==> src/rtl/lbkt_pkg.sv <==
package lbkt_pkg;
  typedef enum logic {ERR_CORR = 1'b0, ERR_MBIT = 1'b1} err_class_e;
  localparam int NUM_CLASSES = 2;

  // Raise a level by one, holding at the ceiling.
  function automatic int bump_level(input int lvl, input int ceil);
    return (lvl >= ceil) ? lvl : lvl + 1;
  endfunction

  // Lower a level by one, holding at zero.
  function automatic int drain_level(input int lvl);
    return (lvl == 0) ? 0 : lvl - 1;
  endfunction
endpackage

==> src/rtl/lbkt_decay_timer.sv <==
module lbkt_decay_timer #(
  parameter int DIV_W = 16
) (
  input  logic             clk,
  input  logic             rst_n,
  input  logic [DIV_W-1:0] interval,
  output logic             tick
);
  logic [DIV_W-1:0] pre;

  assign tick = (interval != '0) && (pre >= interval - 1'b1);

  always_ff @(posedge clk) begin
    if (!rst_n || interval == '0 || tick) pre <= '0;
    else                                  pre <= pre + 1'b1;
  end
endmodule

==> src/rtl/lbkt_bucket.sv <==
module lbkt_bucket #(
  parameter int CNT_W = 5
) (
  input  logic             clk,
  input  logic             rst_n,
  input  logic             inc,
  input  logic             tick,
  input  logic [CNT_W-1:0] thr,
  output logic [CNT_W-1:0] level,
  output logic             hit
);
  import lbkt_pkg::*;
  logic [CNT_W-1:0] nxt;

  always_comb begin
    nxt = level;
    if (inc && !tick)      nxt = CNT_W'(bump_level(int'(level), int'(thr)));
    else if (tick && !inc) nxt = CNT_W'(drain_level(int'(level)));
  end

  assign hit = inc && (nxt >= thr);

  always_ff @(posedge clk) begin
    if (!rst_n) level <= '0;
    else        level <= nxt;
  end
endmodule

==> src/rtl/lbkt_rank_policy.sv <==
module lbkt_rank_policy (
  input  logic clk,
  input  logic rst_n,
  input  logic hit,
  input  logic spare_en,
  output logic trip,
  output logic masked
);
  logic tripped;

  assign trip = hit && !tripped;

  always_ff @(posedge clk) begin
    if (!rst_n) begin
      tripped <= 1'b0;
      masked  <= 1'b0;
    end else if (trip) begin
      tripped <= 1'b1;
      masked  <= !spare_en;
    end
  end
endmodule

==> src/rtl/lbkt_err_monitor.sv <==
module lbkt_err_monitor #(
  parameter int NUM_RANKS = 8,
  parameter int CNT_W     = 5,
  parameter int DIV_W     = 16,
  localparam int RANK_W   = (NUM_RANKS > 1) ? $clog2(NUM_RANKS) : 1
) (
  input  logic              clk,
  input  logic              rst_n,
  input  logic              err_valid,
  input  logic [RANK_W-1:0] err_rank,
  input  logic              err_class,
  input  logic [DIV_W-1:0]  decay_interval,
  input  logic [CNT_W-1:0]  threshold,
  input  logic              spare_en,
  output logic              report_valid,
  output logic [RANK_W-1:0] report_rank,
  output logic              report_class,
  output logic              thresh_evt,
  output logic              failed_evt,
  output logic [RANK_W-1:0] evt_rank,
  output logic              failover_req
);
  import lbkt_pkg::*;
  localparam int NB = NUM_RANKS * NUM_CLASSES;

  // Named internal events, brought out for the checker.
  logic                decay_tick;
  logic                accept;
  logic                any_trip;
  logic [NB-1:0]       bucket_inc;
  logic [NB-1:0]       bucket_hit;
  logic [NB*CNT_W-1:0] bucket_lvl;
  logic [NUM_RANKS-1:0] rank_trip;
  logic [NUM_RANKS-1:0] rank_masked;

  lbkt_decay_timer #(.DIV_W(DIV_W)) u_timer (
    .clk(clk), .rst_n(rst_n), .interval(decay_interval), .tick(decay_tick)
  );

  always_comb begin
    accept = err_valid && (int'(err_rank) < NUM_RANKS);
    if (err_class_e'(err_class) == ERR_CORR && rank_masked[err_rank]) accept = 1'b0;
  end

  for (genvar r = 0; r < NUM_RANKS; r++) begin : g_rank
    for (genvar c = 0; c < NUM_CLASSES; c++) begin : g_class
      localparam int B = r * NUM_CLASSES + c;
      assign bucket_inc[B] = accept && (err_rank == RANK_W'(r)) && (err_class == 1'(c));
      lbkt_bucket #(.CNT_W(CNT_W)) u_bucket (
        .clk(clk), .rst_n(rst_n), .inc(bucket_inc[B]), .tick(decay_tick),
        .thr(threshold), .level(bucket_lvl[B*CNT_W +: CNT_W]), .hit(bucket_hit[B])
      );
    end
    lbkt_rank_policy u_policy (
      .clk(clk), .rst_n(rst_n),
      .hit(bucket_hit[r*NUM_CLASSES] | bucket_hit[r*NUM_CLASSES+1]),
      .spare_en(spare_en), .trip(rank_trip[r]), .masked(rank_masked[r])
    );
  end

  assign any_trip = |rank_trip;

  always_ff @(posedge clk) begin
    if (!rst_n) begin
      report_valid <= 1'b0;
      report_rank  <= '0;
      report_class <= 1'b0;
      thresh_evt   <= 1'b0;
      failed_evt   <= 1'b0;
      evt_rank     <= '0;
      failover_req <= 1'b0;
    end else begin
      report_valid <= accept;
      report_rank  <= err_rank;
      report_class <= err_class;
      thresh_evt   <= any_trip;
      failed_evt   <= any_trip;
      failover_req <= any_trip && spare_en;
      if (any_trip) evt_rank <= err_rank;
    end
  end
endmodule

==> config.mk <==
export PLATFORM = sky130hd
export DESIGN_NAME = lbkt_err_monitor
export DESIGN_NICKNAME = d
export VERILOG_FILES = /design/src/rtl/lbkt_pkg.sv /design/src/rtl/lbkt_decay_timer.sv /design/src/rtl/lbkt_bucket.sv /design/src/rtl/lbkt_rank_policy.sv /design/src/rtl/lbkt_err_monitor.sv
export SDC_FILE = /design/constraint.sdc
export NUM_CORES = 1
export LEC_CHECK = 0
export BUFFER_PORTS_ARGS = -buffer_cell sky130_fd_sc_hd__buf_4
export CAP_MARGIN = 10
export CORE_MARGIN = 5
export CORE_UTILIZATION = 25
export CTS_BUF_LIST = sky130_fd_sc_hd__clkbuf_4 sky130_fd_sc_hd__clkbuf_8
export DETAILED_ROUTE_END_ITERATION = 7
export HOLD_SLACK_MARGIN = 0.03
export PLACE_DENSITY_LB_ADDON = 0.3
export SYNTH_ARGS = -nofsm -noshare
export SYNTH_HDL_FRONTEND = slang
export SYNTH_SLANG_ARGS = --single-unit
==> constraint.sdc <==
create_clock -name clk -period 8.6 [get_ports clk]
set_input_delay 1.72 -clock clk [delete_from_list [all_inputs] [get_ports clk]]
set_output_delay 1.72 -clock clk [all_outputs]
set_load 0.01 [all_outputs]
[Yosys cells after proc, flatten, opt, wreduce, memory -nomap -nowiden]
Index checks and enable logic that the tools add are counted.
Storage, ports and cells
  register bits: 122
Operators by class
  add/sub/neg operators: 34
  $lt $le $gt $ge: 34
  eq/ne operators: 7
  multiplexer cells: 67
  bitwise operators: 9
  reduce and logical (&&, ||, !) cells: 132
Operators with widths (count)
  $mux 5: 64
  $ge 5x5->1: 32
  $logic_and 1x1->1: 83
  $add 5x1->5 const B: 16
  $logic_not 5->1: 16
  $sub 5x1->5 const B: 16
  $logic_not 1->1: 27
  $add 16x1->16 const B: 1
  $ge 16x16->1: 1
  $logic_not 16->1: 1
  $reduce_bool 16->1: 1
  $sub 16x1->16 const B: 1
  $eq 3x3->1 const B: 4
  $or 1x1->1: 8
  $reduce_or 8->1: 1
  $eq 3x2->1 const B: 2
  $lt 3x4->1 const B: 1
  $bmux 1 s3: 1
  $eq 3x1->1 const B: 1
  $logic_not 3->1: 1
  $logic_or 1x1->1: 2
  $mux 1: 2
  $not 1->1: 1

[Depth between registers and ports, before layout]
  depth after elaboration: 16
  mapped depth: 26

[Hierarchy]
Synthesis repeated with hierarchy kept, for this count alone.
Unflattened totals
  cells, all modules: 1720
  area total of the unflattened synthesis: 13952.1 um^2
By module, submodules not included
  lbkt_bucket: instances 16, cells an instance 90, area an instance 713.2 um^2, sequential area each 100.1 um^2
  lbkt_decay_timer: instances 1, cells an instance 155, area an instance 1310.0 um^2, sequential area each 320.3 um^2
  lbkt_rank_policy: instances 8, cells an instance 6, area an instance 78.8 um^2, sequential area each 40.0 um^2
  lbkt_err_monitor: instances 1, cells an instance 77, area an instance 600.6 um^2, sequential area each 200.2 um^2

[Worst setup path before layout]
OpenSTA, ideal clock, no wires.
  path type: input-to-reg
  start: in decay_interval[5]
  end: reg evt_rank[0]
  setup time: 72 ps
  arrival time: 7171 ps
  required time: 8528 ps
  setup slack: 1358 ps
  stages on the path: 24
  buffers on the path: 2
  cells stage by stage: nor4_1 nor4b_1 nand2b_1 nor3_1 nand3b_1 xor2_1 ha_1 a21oi_1 o21ai_0 o22ai_1 a21oi_1 clkbuf_1 nand3_1 and3_1 or2_2 ha_1 a21oi_1 o21ai_0 a31oi_1 and4b_1 or4_1 nor4bb_1 clkbuf_1 mux2i_1
On the way
  longest elaborated chain between the ends: 11
RTL lines
  from (decl): line lbkt_err_monitor.sv:12  | input logic [DIV_W-1:0] decay_interval,
  $sub 16x1->16: line lbkt_decay_timer.sv:11  | assign tick = (interval != '0) && (pre >= interval - 1'b1);
  $ge 16x16->1: line lbkt_decay_timer.sv:11
  $logic_and 1x1->1 (*): line lbkt_decay_timer.sv:11
  $logic_and 1x1->1 or $logic_not 1->1 (tied branches): line lbkt_bucket.sv:18, lbkt_bucket.sv:17
  $mux 5 or $logic_and 1x1->1 (tied branches): line lbkt_bucket.sv:18, lbkt_bucket.sv:17
  $mux 5 (*): line lbkt_bucket.sv:17  | if (inc && !tick) nxt = CNT_W'(bump_level(int'(level), int'(thr)));
  named net g_rank[3].g_class[1].u_bucket.nxt[2]: line lbkt_bucket.sv:13  | logic [CNT_W-1:0] nxt;
  $ge 5x5->1 (*): line lbkt_bucket.sv:21  | assign hit = inc && (nxt >= thr);
  $logic_and 1x1->1 (*): line lbkt_bucket.sv:21
  $or 1x1->1 (*): line lbkt_err_monitor.sv:56  | .hit(bucket_hit[r*NUM_CLASSES] | bucket_hit[r*NUM_CLASSES+1]),
  $logic_and 1x1->1 (*): line lbkt_rank_policy.sv:11  | assign trip = hit && !tripped;
  $reduce_or 8->1 (*): line lbkt_err_monitor.sv:61  | assign any_trip = |rank_trip;
  to (signal assigned): line lbkt_err_monitor.sv:79  | if (any_trip) evt_rank <= err_rank;
  to (decl): line lbkt_err_monitor.sv:20  | output logic [RANK_W-1:0] evt_rank,
Mark *: on every way through the listed nets, which the timed path passes. The rest lies on a longest branch.
A chain may end at the register's enable or synchronous reset.

[Worst setup path after layout]
  start: in decay_interval[5]
  end: reg evt_rank[1]
The elaborated chain is that of the path after synthesis.

==> metrics.yaml <==
status:
  outcome: "finished, final reports clean"
worst_setup_path:
  ff2ff_path_depth: 18
  crit_family: "simple AND/OR/NAND/NOR gates"
  critPathBufInv: 2
  crit_path_start_kind: "primary input"
  worstSetupPathType: "in -> reg"
  cpMaxStageDelayCell: "a21oi_4"
  cpPeakStageDelay_ns: 0.61
  worstPathArrival_ns: 8.08
  path_cells: "buf_4 -> nor4_1 -> nor4b_1 -> nand2b_1 -> nor3_1 -> nand3b_1 -> xor2_1 -> ha_1 -> nand2_1 -> o21ai_0 -> o22ai_1 -> a21oi_4 -> nand3_1 -> and3_1 -> or2_2 -> ha_1 -> a21oi_1 -> o21ai_0 -> a31oi_1 -> and4b_1 -> or4_1 -> nor4bb_1 -> buf_4 -> mux2i_1"
  cp_max_fo: 18
  critPathCaptureType: "flip-flop"
  required_ns: 9.00
  crit_cells: 24
logic_synthesis:
  synth.avg_cell_area_um2: 8.277
  post-synth-top-count-cell: "ha_1"
  yosys-top-cells-count: "ha_1 (219), dfxtp_1 (122), nor2_1 (121)"
  synth.cell_area_mm2: 0.01180
  synth.top_cell.area_share_pct: 23.22
  synth_edf_count: 0
  ys.flop_type: "dfxtp_1"
  synth_cell_types: 78
  async_reset_ff_share_pct: 0
  syn_nets: 1674
  synth-seq-cells: 122
  synthTopCellsByArea: "ha_1 (23%), dfxtp_1 (21%), nor2_1 (3.8%)"
  synthCells: 1426
  ys_seq_area_share_pct: 20.69
  yosysWarnings: 0
  synth_area_leader_cell: "ha_1"
clock_network:
  cts.clk_slew.worst_paths_ns: 0.09
  root_buffer: "clkbuf_8"
  clkLatencyLatePin_ns: 0.47
  htreeDepth: 4
  cts_setup_buffers: 0
  cts_resized: 0
  cts_buffers: 17
  clock-sinks: 122
  tritoncts: "built"
  holdBufCountCts: 0
  clk_path_buf_depth: 2
grt:
  grt_antenna_before_repair: 2
  grtUsageTotal_pct: 12.74
  grt_pass1_vias: 10137
  overflow: 0
  grt_max_degree: 60
  grt_pass1_wl_mm: 53.77
power_and_ir_drop:
  peakVddDrop_v: 0.00007771
  power.density_mw_per_mm2: 100.7
  power.leakage_nw: 5.983
timing:
  worst_slew_pin_slew_ns: 0.8313
  finClkSkew_ns: 0.01870
  fin_crit_ns: 7.683
  slew_viol_final: 0
  hold_violations: 0
  finalCritPeriodShare_pct: 89.34
  slew-limit-headroom_pct: 44.58
  max_freq_mhz: 130.2
  layout_setup_ws_ns: 0.9168
  rsz0062_at_grt: "false"
  final-setup-viol-count: 0
  fin_setup_tns_ns: 0
detailed_routing:
  via_count: 10674
  routed_wl_mm: 32.99
  drcViolationCount: 0
  viasPerCell: 5.142
  avgRoutedWirePerCell_um: 15.89
  drtPass1Iterations: 5
  drt_iter0_drc: 563
  ant_nets: 0
flow_run:
  drv_cap: 0
die:
  num_rows: 79
  start_util_pct: 25.30
  die_h_um: 227.3
  dieArea_mm2: 0.05166
  ios: 40
  chipWidth_um: 227.3
  design.core.area_mm2: 0.04665
placed_design:
  place.gp.congestion: 0.8128
  place.port_buffers: 39
  hpwl_mm: 23.60
  pre_cts_ws_ns: 0.4629
hold_path:
  worstHoldPathType: "reg -> reg"
  holdPathStages: 2
cells_and_area:
  drive_gt1_share_pct: 8.924
  regArea_mm2: 0.002442
  nets: 1703
  num-fill-cells: 5016
  multi_input_area_mm2: 0.008939
  syn2layout_area_growth_pct: 12.11
[metal layers]
| layer | vias to the layer above | GRT usage (%) | share of wire, % |
|---|---|---|---|
| li1 | 5435 | - | - |
| met1 | 5034 | 16.89 | 48 |
| met2 | 158 | 21.75 | 48 |
| met3 | 45 | 1.689 | 2.5 |
| met4 | 2 | 3.627 | 1.8 |
| met5 | - | 0 | 0.039 |
[area by class of cell]
type	count	share of cell area, %
diodes	1	0.01891
clock buffers	17	1.768
clock inverters	15	1.437
inverters	59	1.674
multi-input cells	1196	67.56
flip-flops and latches	122	18.46
well taps	607	5.740
repair buffers	59	3.348
[sequential cells by signal, indices dropped and copies added (netlist names)]
| register | flops |
|---|---|
| evt_rank | 3 |
| failed_evt | 1 |
| failover_req | 1 |
| g_rank.g_class.u_bucket.level | 80 |
| g_rank.u_policy.masked | 8 |
| g_rank.u_policy.tripped | 8 |
| report_class | 1 |
| report_rank | 3 |
| report_valid | 1 |
| u_timer.pre | 16 |
[worst paths after layout]
kind                                            from                                 endpoint  slack (ns)
min          g_rank[1].u_policy.tripped$_SDFFE_PN0P_  g_rank[1].u_policy.tripped$_SDFFE_PN0P_        0.47
min reg2reg  g_rank[1].u_policy.tripped$_SDFFE_PN0P_  g_rank[1].u_policy.tripped$_SDFFE_PN0P_        0.47
max                                decay_interval[5]                 evt_rank[1]$_SDFFE_PN0P_        0.92
max reg2reg                u_timer.pre[6]$_SDFF_PP0_                 evt_rank[1]$_SDFFE_PN0P_        3.32
[tightest hold or removal path: cells and delay by family (launching register included)]
kind / cells / cell delay [ns]
DFF: 1 / 0.31
AOI/OAI and AO/OA: 1 / 0.06
buffers and inverters: 1 / 0.06
[power by group]
group          internal, mW  switching (mW)  total (mW)  leakage [nW]
Sequential            0.570         0.00572       0.576         0.985
Clock                 0.292           0.283       0.574         0.200
Combinational        0.0705           0.112       0.182          4.80
[cell families (layout without fill, tap and decap cells)]
family / after synthesis / after routing / synth area share [%]
and+or+nand+nor: 560 / 560 / 25.15
AOI/OAI and AO/OA: 336 / 336 / 20.34
adders and majority gates: 219 / 219 / 23.22
DFF: 122 / 122 / 20.69
buffers and inverters: 108 / 150 / 3.732
muxes: 47 / 47 / 4.347
xor gates and xnor gates: 34 / 34 / 2.523
other: 0 / 1 / 0
[per-stage QoR]
stage          instances  hold WS (ns)  total power [mW]  util [%]  cell area (um2)
2_1_floorplan       1426        0.4242            0.7028         -            11800
3_3_place_gp        2043        0.4338            0.7694     27.45            12800
3_5_place_dp        2043        0.4535            0.7733     27.45            12800
4_1_cts             2075        0.4676             1.355     28.36            13230
5_1_grt             2076        0.4913             1.400     28.36            13230
6_report            2076        0.4668             1.333     28.36            13230
[cell usage in the layout, fill, tap and decap left out, types with 14 or more instances in the layout]
cell | synthesis | routed
ha_1 | 219 | 219
dfxtp_1 | 122 | 122
nor2_1 | 121 | 121
nand2_1 | 83 | 83
nand3_1 | 71 | 71
buf_4 | 1 | 59
inv_1 | 58 | 55
nor3_1 | 51 | 51
o21ai_0 | 50 | 50
a21oi_1 | 44 | 43
mux2i_1 | 37 | 37
a211oi_1 | 37 | 37
nand2b_1 | 36 | 36
nand4_1 | 33 | 33
a21o_1 | 34 | 33
o21a_1 | 33 | 33
and3_1 | 32 | 32
and2_1 | 32 | 32
a31oi_1 | 29 | 29
a211o_1 | 26 | 26
xnor2_1 | 18 | 18
clkbuf_8 | 0 | 17
xor2_1 | 16 | 16
nor4_1 | 14 | 14
Note: power is estimated with default switching activity, not from simulation.
